`src/rtl/avm_pkg.sv`:
```
package avm_pkg;

  typedef enum logic [2:0] {
    K_UNDEF = 3'd0,
    K_RW    = 3'd1,
    K_RO    = 3'd2,
    K_WO    = 3'd3,
    K_WP    = 3'd4
  } kind_e;

  typedef enum logic [3:0] {
    T_RD_WO     = 4'd0,
    T_WR_RO     = 4'd1,
    T_UNDEF     = 4'd2,
    T_DOUT_OFF  = 4'd3,
    T_XFER_BUSY = 4'd4,
    T_LOCK      = 4'd5
  } swtype_e;

  typedef struct packed {
    logic        cls;
    logic [2:0]  rsv_hi;
    logic [3:0]  typ;
    logic [15:0] addr;
    logic [3:0]  rsv_lo;
    logic        swe;
    logic        seqe;
    logic        cgd;
    logic        wpvs;
  } stat_t;

  typedef struct packed {
    logic        sw;
    swtype_e     typ;
    logic        wpv;
    logic [15:0] addr;
  } ev_t;

  function automatic logic is_error_class(input logic [3:0] t);
    return (t == 4'(T_DOUT_OFF)) || (t == 4'(T_XFER_BUSY));
  endfunction

endpackage

```
`src/rtl/avm_decode.sv`:
```
module avm_decode
  import avm_pkg::*;
#(
  parameter int AW        = 16,
  parameter int NREGS     = 16,
  parameter int NPROT     = 2,
  parameter logic [3*NREGS-1:0] REG_KIND = '0,
  parameter int STAT_OFF  = 16,
  parameter int DOUT_OFF  = 12,
  parameter int XCTL_OFF  = 4,
  parameter int PMODE_OFF = 8
) (
  input  logic             clk,
  input  logic             rst_n,
  input  logic             valid,
  input  logic             write,
  input  logic [AW-1:0]    addr,
  input  logic [NPROT-1:0] wdata,
  input  logic             en,
  input  logic             busy,
  input  logic [NPROT-1:0] prot,
  input  logic [NPROT-1:0] lock,
  output ev_t              ev,
  output logic             stat_rd,
  output logic             xfer_go
);

  localparam int IW = (NREGS > 1) ? $clog2(NREGS) : 1;

  kind_e          kinds [NREGS];
  kind_e          kind;
  logic           in_range;
  logic [IW-1:0]  idx;
  logic           is_stat, is_dout, is_xctl, is_pmode;

  for (genvar g = 0; g < NREGS; g++) begin : g_kind
    assign kinds[g] = kind_e'(REG_KIND[3*g +: 3]);
  end

  assign idx      = addr[IW+1:2];
  assign in_range = (addr[1:0] == 2'b00) && (addr[AW-1:2] < (AW-2)'(NREGS));
  assign kind     = in_range ? kinds[idx] : K_UNDEF;

  assign is_stat  = (addr == AW'(STAT_OFF));
  assign is_dout  = (addr == AW'(DOUT_OFF));
  assign is_xctl  = (addr == AW'(XCTL_OFF));
  assign is_pmode = (addr == AW'(PMODE_OFF));

  always_comb begin
    ev      = '0;
    ev.addr = 16'(addr);
    stat_rd = 1'b0;
    xfer_go = 1'b0;
    if (valid) begin
      if (kind == K_UNDEF) begin
        ev.sw  = 1'b1;
        ev.typ = T_UNDEF;
      end else if (write) begin
        if (kind == K_WP && prot[0]) begin
          ev.wpv = 1'b1;
        end else if (is_xctl && busy) begin
          ev.sw  = 1'b1;
          ev.typ = T_XFER_BUSY;
        end else if (is_xctl) begin
          xfer_go = 1'b1;
        end else if (is_pmode && |(lock & prot & ~wdata)) begin
          ev.sw  = 1'b1;
          ev.typ = T_LOCK;
        end else if (kind == K_RO && en) begin
          ev.sw  = 1'b1;
          ev.typ = T_WR_RO;
        end
      end else begin
        if (is_stat) begin
          stat_rd = 1'b1;
        end else if (is_dout && (!en || busy)) begin
          ev.sw  = 1'b1;
          ev.typ = T_DOUT_OFF;
        end else if (kind == K_WO && en) begin
          ev.sw  = 1'b1;
          ev.typ = T_RD_WO;
        end
      end
    end
  end

  assert_stat_read_quiet_R2: assert property (@(posedge clk) disable iff (!rst_n)
    (valid && !write && addr == AW'(STAT_OFF)) |-> !ev.sw);

  assert_warn_needs_enable_R3: assert property (@(posedge clk) disable iff (!rst_n)
    (ev.sw && (ev.typ == T_RD_WO || ev.typ == T_WR_RO)) |-> en);

endmodule

```
`src/rtl/avm_status.sv`:
```
module avm_status
  import avm_pkg::*;
(
  input  logic  clk,
  input  logic  rst_n,
  input  ev_t   ev,
  input  logic  rd_clr,
  input  logic  glitch,
  input  logic  seqf,
  output stat_t q
);

  stat_t base, nxt;

  always_comb begin
    base = rd_clr ? '0 : q;
    nxt  = base;
    nxt.rsv_hi = '0;
    nxt.rsv_lo = '0;
    if (glitch) nxt.cgd  = 1'b1;
    if (seqf)   nxt.seqe = 1'b1;
    if (ev.sw) begin
      nxt.swe = 1'b1;
      if (!base.swe) begin
        nxt.typ = ev.typ;
        nxt.cls = is_error_class(ev.typ);
      end
    end
    if (ev.wpv) begin
      nxt.wpvs = 1'b1;
      nxt.addr = ev.addr;
    end else if (ev.sw && !base.swe && !base.wpvs) begin
      nxt.addr = ev.addr;
    end
  end

  always_ff @(posedge clk or negedge rst_n) begin
    if (!rst_n) q <= '0;
    else        q <= nxt;
  end

  assert_clear_on_read_R2: assert property (@(posedge clk) disable iff (!rst_n)
    (rd_clr && !ev.sw && !ev.wpv && !glitch && !seqf) |=> (q == '0));

  assert_violation_capture_R8: assert property (@(posedge clk) disable iff (!rst_n)
    ev.wpv |=> (q.wpvs && q.addr == $past(ev.addr)));

  assert_glitch_sticky_R9: assert property (@(posedge clk) disable iff (!rst_n)
    (q.cgd && !rd_clr) |=> q.cgd);

  assert_glitch_not_lost_R11: assert property (@(posedge clk) disable iff (!rst_n)
    glitch |=> q.cgd);

  assert_first_type_kept_R10: assert property (@(posedge clk) disable iff (!rst_n)
    (q.swe && !rd_clr) |=> (q.typ == $past(q.typ) && q.cls == $past(q.cls)));

endmodule

```
`src/rtl/acc_viol_mon.sv`:
```
module acc_viol_mon
  import avm_pkg::*;
#(
  parameter int AW        = 16,
  parameter int DW        = 32,
  parameter int NREGS     = 16,
  parameter int NPROT     = 2,
  parameter logic [3*NREGS-1:0] REG_KIND = 48'd1156188,
  parameter int STAT_OFF  = 16,
  parameter int DOUT_OFF  = 12,
  parameter int XCTL_OFF  = 4,
  parameter int PMODE_OFF = 8
) (
  input  logic             clk,
  input  logic             rst_n,
  input  logic             acc_valid,
  input  logic             acc_write,
  input  logic [AW-1:0]    acc_addr,
  input  logic [DW-1:0]    acc_wdata,
  input  logic             periph_en,
  input  logic             xfer_busy,
  input  logic [NPROT-1:0] prot_bits,
  input  logic [NPROT-1:0] lock_bits,
  input  logic             glitch_pulse,
  input  logic             seq_fault_pulse,
  output logic [31:0]      status_word,
  output logic             xfer_start
);

  ev_t   ev;
  logic  stat_rd;
  logic  xfer_go;
  stat_t stat_q;
  logic  xfer_q;
  logic  unused_wdata;

  assign unused_wdata = ^acc_wdata[DW-1:NPROT];

  avm_decode #(
    .AW(AW), .NREGS(NREGS), .NPROT(NPROT), .REG_KIND(REG_KIND),
    .STAT_OFF(STAT_OFF), .DOUT_OFF(DOUT_OFF),
    .XCTL_OFF(XCTL_OFF), .PMODE_OFF(PMODE_OFF)
  ) u_decode (
    .clk(clk), .rst_n(rst_n),
    .valid(acc_valid), .write(acc_write), .addr(acc_addr),
    .wdata(acc_wdata[NPROT-1:0]), .en(periph_en), .busy(xfer_busy),
    .prot(prot_bits), .lock(lock_bits),
    .ev(ev), .stat_rd(stat_rd), .xfer_go(xfer_go)
  );

  avm_status u_status (
    .clk(clk), .rst_n(rst_n), .ev(ev), .rd_clr(stat_rd),
    .glitch(glitch_pulse), .seqf(seq_fault_pulse), .q(stat_q)
  );

  always_ff @(posedge clk or negedge rst_n) begin
    if (!rst_n) xfer_q <= 1'b0;
    else        xfer_q <= xfer_go;
  end

  assign status_word = stat_q;
  assign xfer_start  = xfer_q;

  assert_no_start_when_busy_R6: assert property (@(posedge clk) disable iff (!rst_n)
    (acc_valid && acc_write && acc_addr == AW'(XCTL_OFF) && xfer_busy) |=> !xfer_start);

  assert_reserved_zero_R1: assert property (@(posedge clk) disable iff (!rst_n)
    (status_word[30:28] == 3'b000 && status_word[7:4] == 4'b0000));

endmodule

```
`config.mk`:
```
export PLATFORM = sky130hd
export DESIGN_NAME = acc_viol_mon
export DESIGN_NICKNAME = d
export VERILOG_FILES = /design/src/rtl/avm_pkg.sv /design/src/rtl/avm_decode.sv /design/src/rtl/avm_status.sv /design/src/rtl/acc_viol_mon.sv
export SDC_FILE = /design/constraint.sdc
export NUM_CORES = 1
export LEC_CHECK = 0
export BUFFER_PORTS_ARGS = -buffer_cell sky130_fd_sc_hd__buf_2
export CAP_MARGIN = 20
export CORE_ASPECT_RATIO = 0.5
export CORE_MARGIN = 3
export CORE_UTILIZATION = 44
export CTS_CLUSTER_SIZE = 16
export DETAILED_ROUTE_END_ITERATION = 6
export PLACE_DENSITY_LB_ADDON = 0.1
export SYNTH_ARGS = -nofsm -noshare
export SYNTH_HDL_FRONTEND = slang
export SYNTH_SLANG_ARGS = --single-unit
```
`constraint.sdc`:
```
create_clock -name clk -period 1.9 [get_ports clk]
set_input_delay 0.095 -clock clk [delete_from_list [all_inputs] [get_ports clk]]
set_output_delay 0.095 -clock clk [all_outputs]
set_load 0.05 [all_outputs]
```
==> out/qor.txt <==
status: finished, violations left
failing checks: negative setup slack
via count: 1779
yosys warns: 0
ant diodes: 0
clock latency at the later pin of the worst-skew pair: 0.28 ns
Critical Path Sink Type: flip-flop
register area share after synthesis: 0.396
Max Buffers Root-to-Sink: 2
total power: 1580 uW
row count: 14
setup tns final: -0.892 ns
most common cell after layout, fill and taps aside: buf_2
largest net degree at the start of global routing: 27
Initial Util: 0.502
Peak Freq: 503 MHz
PD cells: 619 nW/um2
Routed WL: 5320 um
Placed Area: 2210 um2
DP HPWL: 3460 um
CTS buffer count: 3
vias in the first global route: 1707
Die W: 92.4 um
worst hold stages: 3
register area: 651 um2
GPL Wtd Cong: 0.906
DR pass1 iterations: 5
H-tree levels: 1
DRC Markers: 0
drt initial violations: 105
cell area after layout: 2550 um2
worst-path fanout max: 7
drt wl/cell: 16.2 um
Max Cap Viol: 0
Mapped Area: 1640 um2
Reg2Reg Depth: 5
arrival time worst endpoint: 2.20 ns
post-layout util: 0.780
Tmin final: 1.99 ns
vias per inst: 5.42
final worst-path cycle share: 1.05
Root Driver: clkbuf_8
CP Data Required Time: 2.11 ns
Syn Inst Count: 178
number of enable flip-flop cells after synthesis: 0
worst-margin pin slew: 0.584 ns
Clock Sinks: 26
Nets: 345
CTS tree: built
Main synth FF type: dfrtp_1
worst hold path class: in -> reg
area grow syn2layout: 55.3%
Final Hold Vio Count: 0
Max Clock Skew: 0.00426 ns
PnR worst setup slack: -0.0866 ns
VDD IR-drop max: 0.351 mV
IO Count: 93
Yosys cell types: 43
number of buffers added on ports: 55
first-pass GRT wire length: 8150 um
flops & latches, synth: 26
most frequent cells in the layout: buf_2, buf_4, nand2_1, dfrtp_1, inv_1
core area: 3280 um2
height of the die: 49.2 um
gr usage total: 0.227
gr ovfl total: 0
Filler Cell Count: 220
Slew HR: 0.611
max-slew violations: 0
Placement Setup Slack: -0.432 ns
final antenna-violating net count: 0
area taken by multi-input logic gates: 982 um2
initial antenna violation count: 0
Worst setup SP type: input port
Final setup viols: 13
RSZ-0062 raised after global routing: true
Avg Inst Size Synth: 9.24 um2
leakage power: 0.00125 uW
share of layout cells above drive strength 1: 0.475
Worst-path clk slew: 0.09 ns
Setup CP Type: in -> reg
fraction of registers with async set/reset: 1.00
die area: 4550 um2
cell type report:
| type | count | share of cell area |
|---|---|---|
| multi-input combinational | 124 | 0.385 |
| timing repair buffer | 105 | 0.277 |
| sequential | 26 | 0.255 |
| inverter | 21 | 0.0323 |
| tap | 48 | 0.0235 |
| clock buffer | 3 | 0.0162 |
| clock inverter | 1 | 0.0118 |
power breakdown:
| group | internal (uW) | switching (uW) |
|---|---|---|
| clock network | 283 | 199 |
| logic | 151 | 334 |
| registers | 595 | 20.0 |
cell families after synthesis:
logic type	after synthesis	share of synthesized area
muxes	17	0.104
buffers and inverters	34	0.107
other	1	0.00228
AOI/OAI and AO/OA	28	0.138
DFF	26	0.396
adders and majority gates	4	0.0304
and+or+nand+nor	68	0.223
cells in the mapped netlist (4+ instances only):
library cell / number / share of area
mux2i_1: 16 / 0.097
inv_1: 21 / 0.048
o21ai_1: 4 / 0.012
nand2_1: 27 / 0.062
nor2_1: 10 / 0.023
buf_4: 7 / 0.032
o211ai_1: 7 / 0.032
ha_1: 4 / 0.030
or3_1: 4 / 0.015
dfrtp_1: 26 / 0.40
nor3_1: 7 / 0.021
per-stage QoR:
stage | instances | hold WS, ns
5_1_grt | 328 | 0.0515
3_3_place_gp | 306 | 0.123
6_report | 328 | 0.0474
2_1_floorplan | 184 | -0.201
3_5_place_dp | 306 | 0.134
4_1_cts | 325 | 0.0532
worst max-delay path, cell delays in order:
cell	delay [ns]
buf_8	0.10
buf_4	0.13
ha_2	0.20
nor3b_1	0.41
a21oi_1	0.16
nand4b_1	0.26
a221oi_4	0.08
a211oi_4	0.30
buf_6	0.15
buf_12	0.12
mux2i_1	0.19
layer usage:
metal / vias up / share of wire / global-route usage
met2: 90 / 0.46 / 0.384
met3: 19 / 0.086 / 0.0555
met1: 857 / 0.43 / 0.280
li1: 813 / - / -
met5: - / 0 / 0
met4: 0 / 0.024 / 0.0911
sequential cells by signal (all words and copies together) (netlist names):
name and flops:
u_status.q 25, xfer_start 1
what timing repair did:
action                                 in CTS  in global routing
gates cloned                                1                  0
setup endpoints to repair                  19                 22
setup buffers                              11                  5
endpoints found under the hold margin      28                  0
resized for setup                          20                 10
pin swaps                                  13                 10
hold buffers                                3                  0
path summary, 6_finish.rpt:
path	startpoint	end	slack, ns
min in group asynchronous	rst_n	u_status.q[14]$_DFFE_PN0P_	0.34
max in group asynchronous	rst_n	u_status.q[8]$_DFFE_PN0P_	1.17
min	acc_addr[0]	u_status.q[8]$_DFFE_PN0P_	0.05
max reg2reg	u_status.q[3]$_DFF_PN0_	u_status.q[13]$_DFFE_PN0P_	0.40
max	acc_addr[3]	u_status.q[13]$_DFFE_PN0P_	-0.09
min reg2reg	u_status.q[1]$_DFFE_PN0P_	u_status.q[1]$_DFFE_PN0P_	0.48
Power figures use the tool's default switching activity.
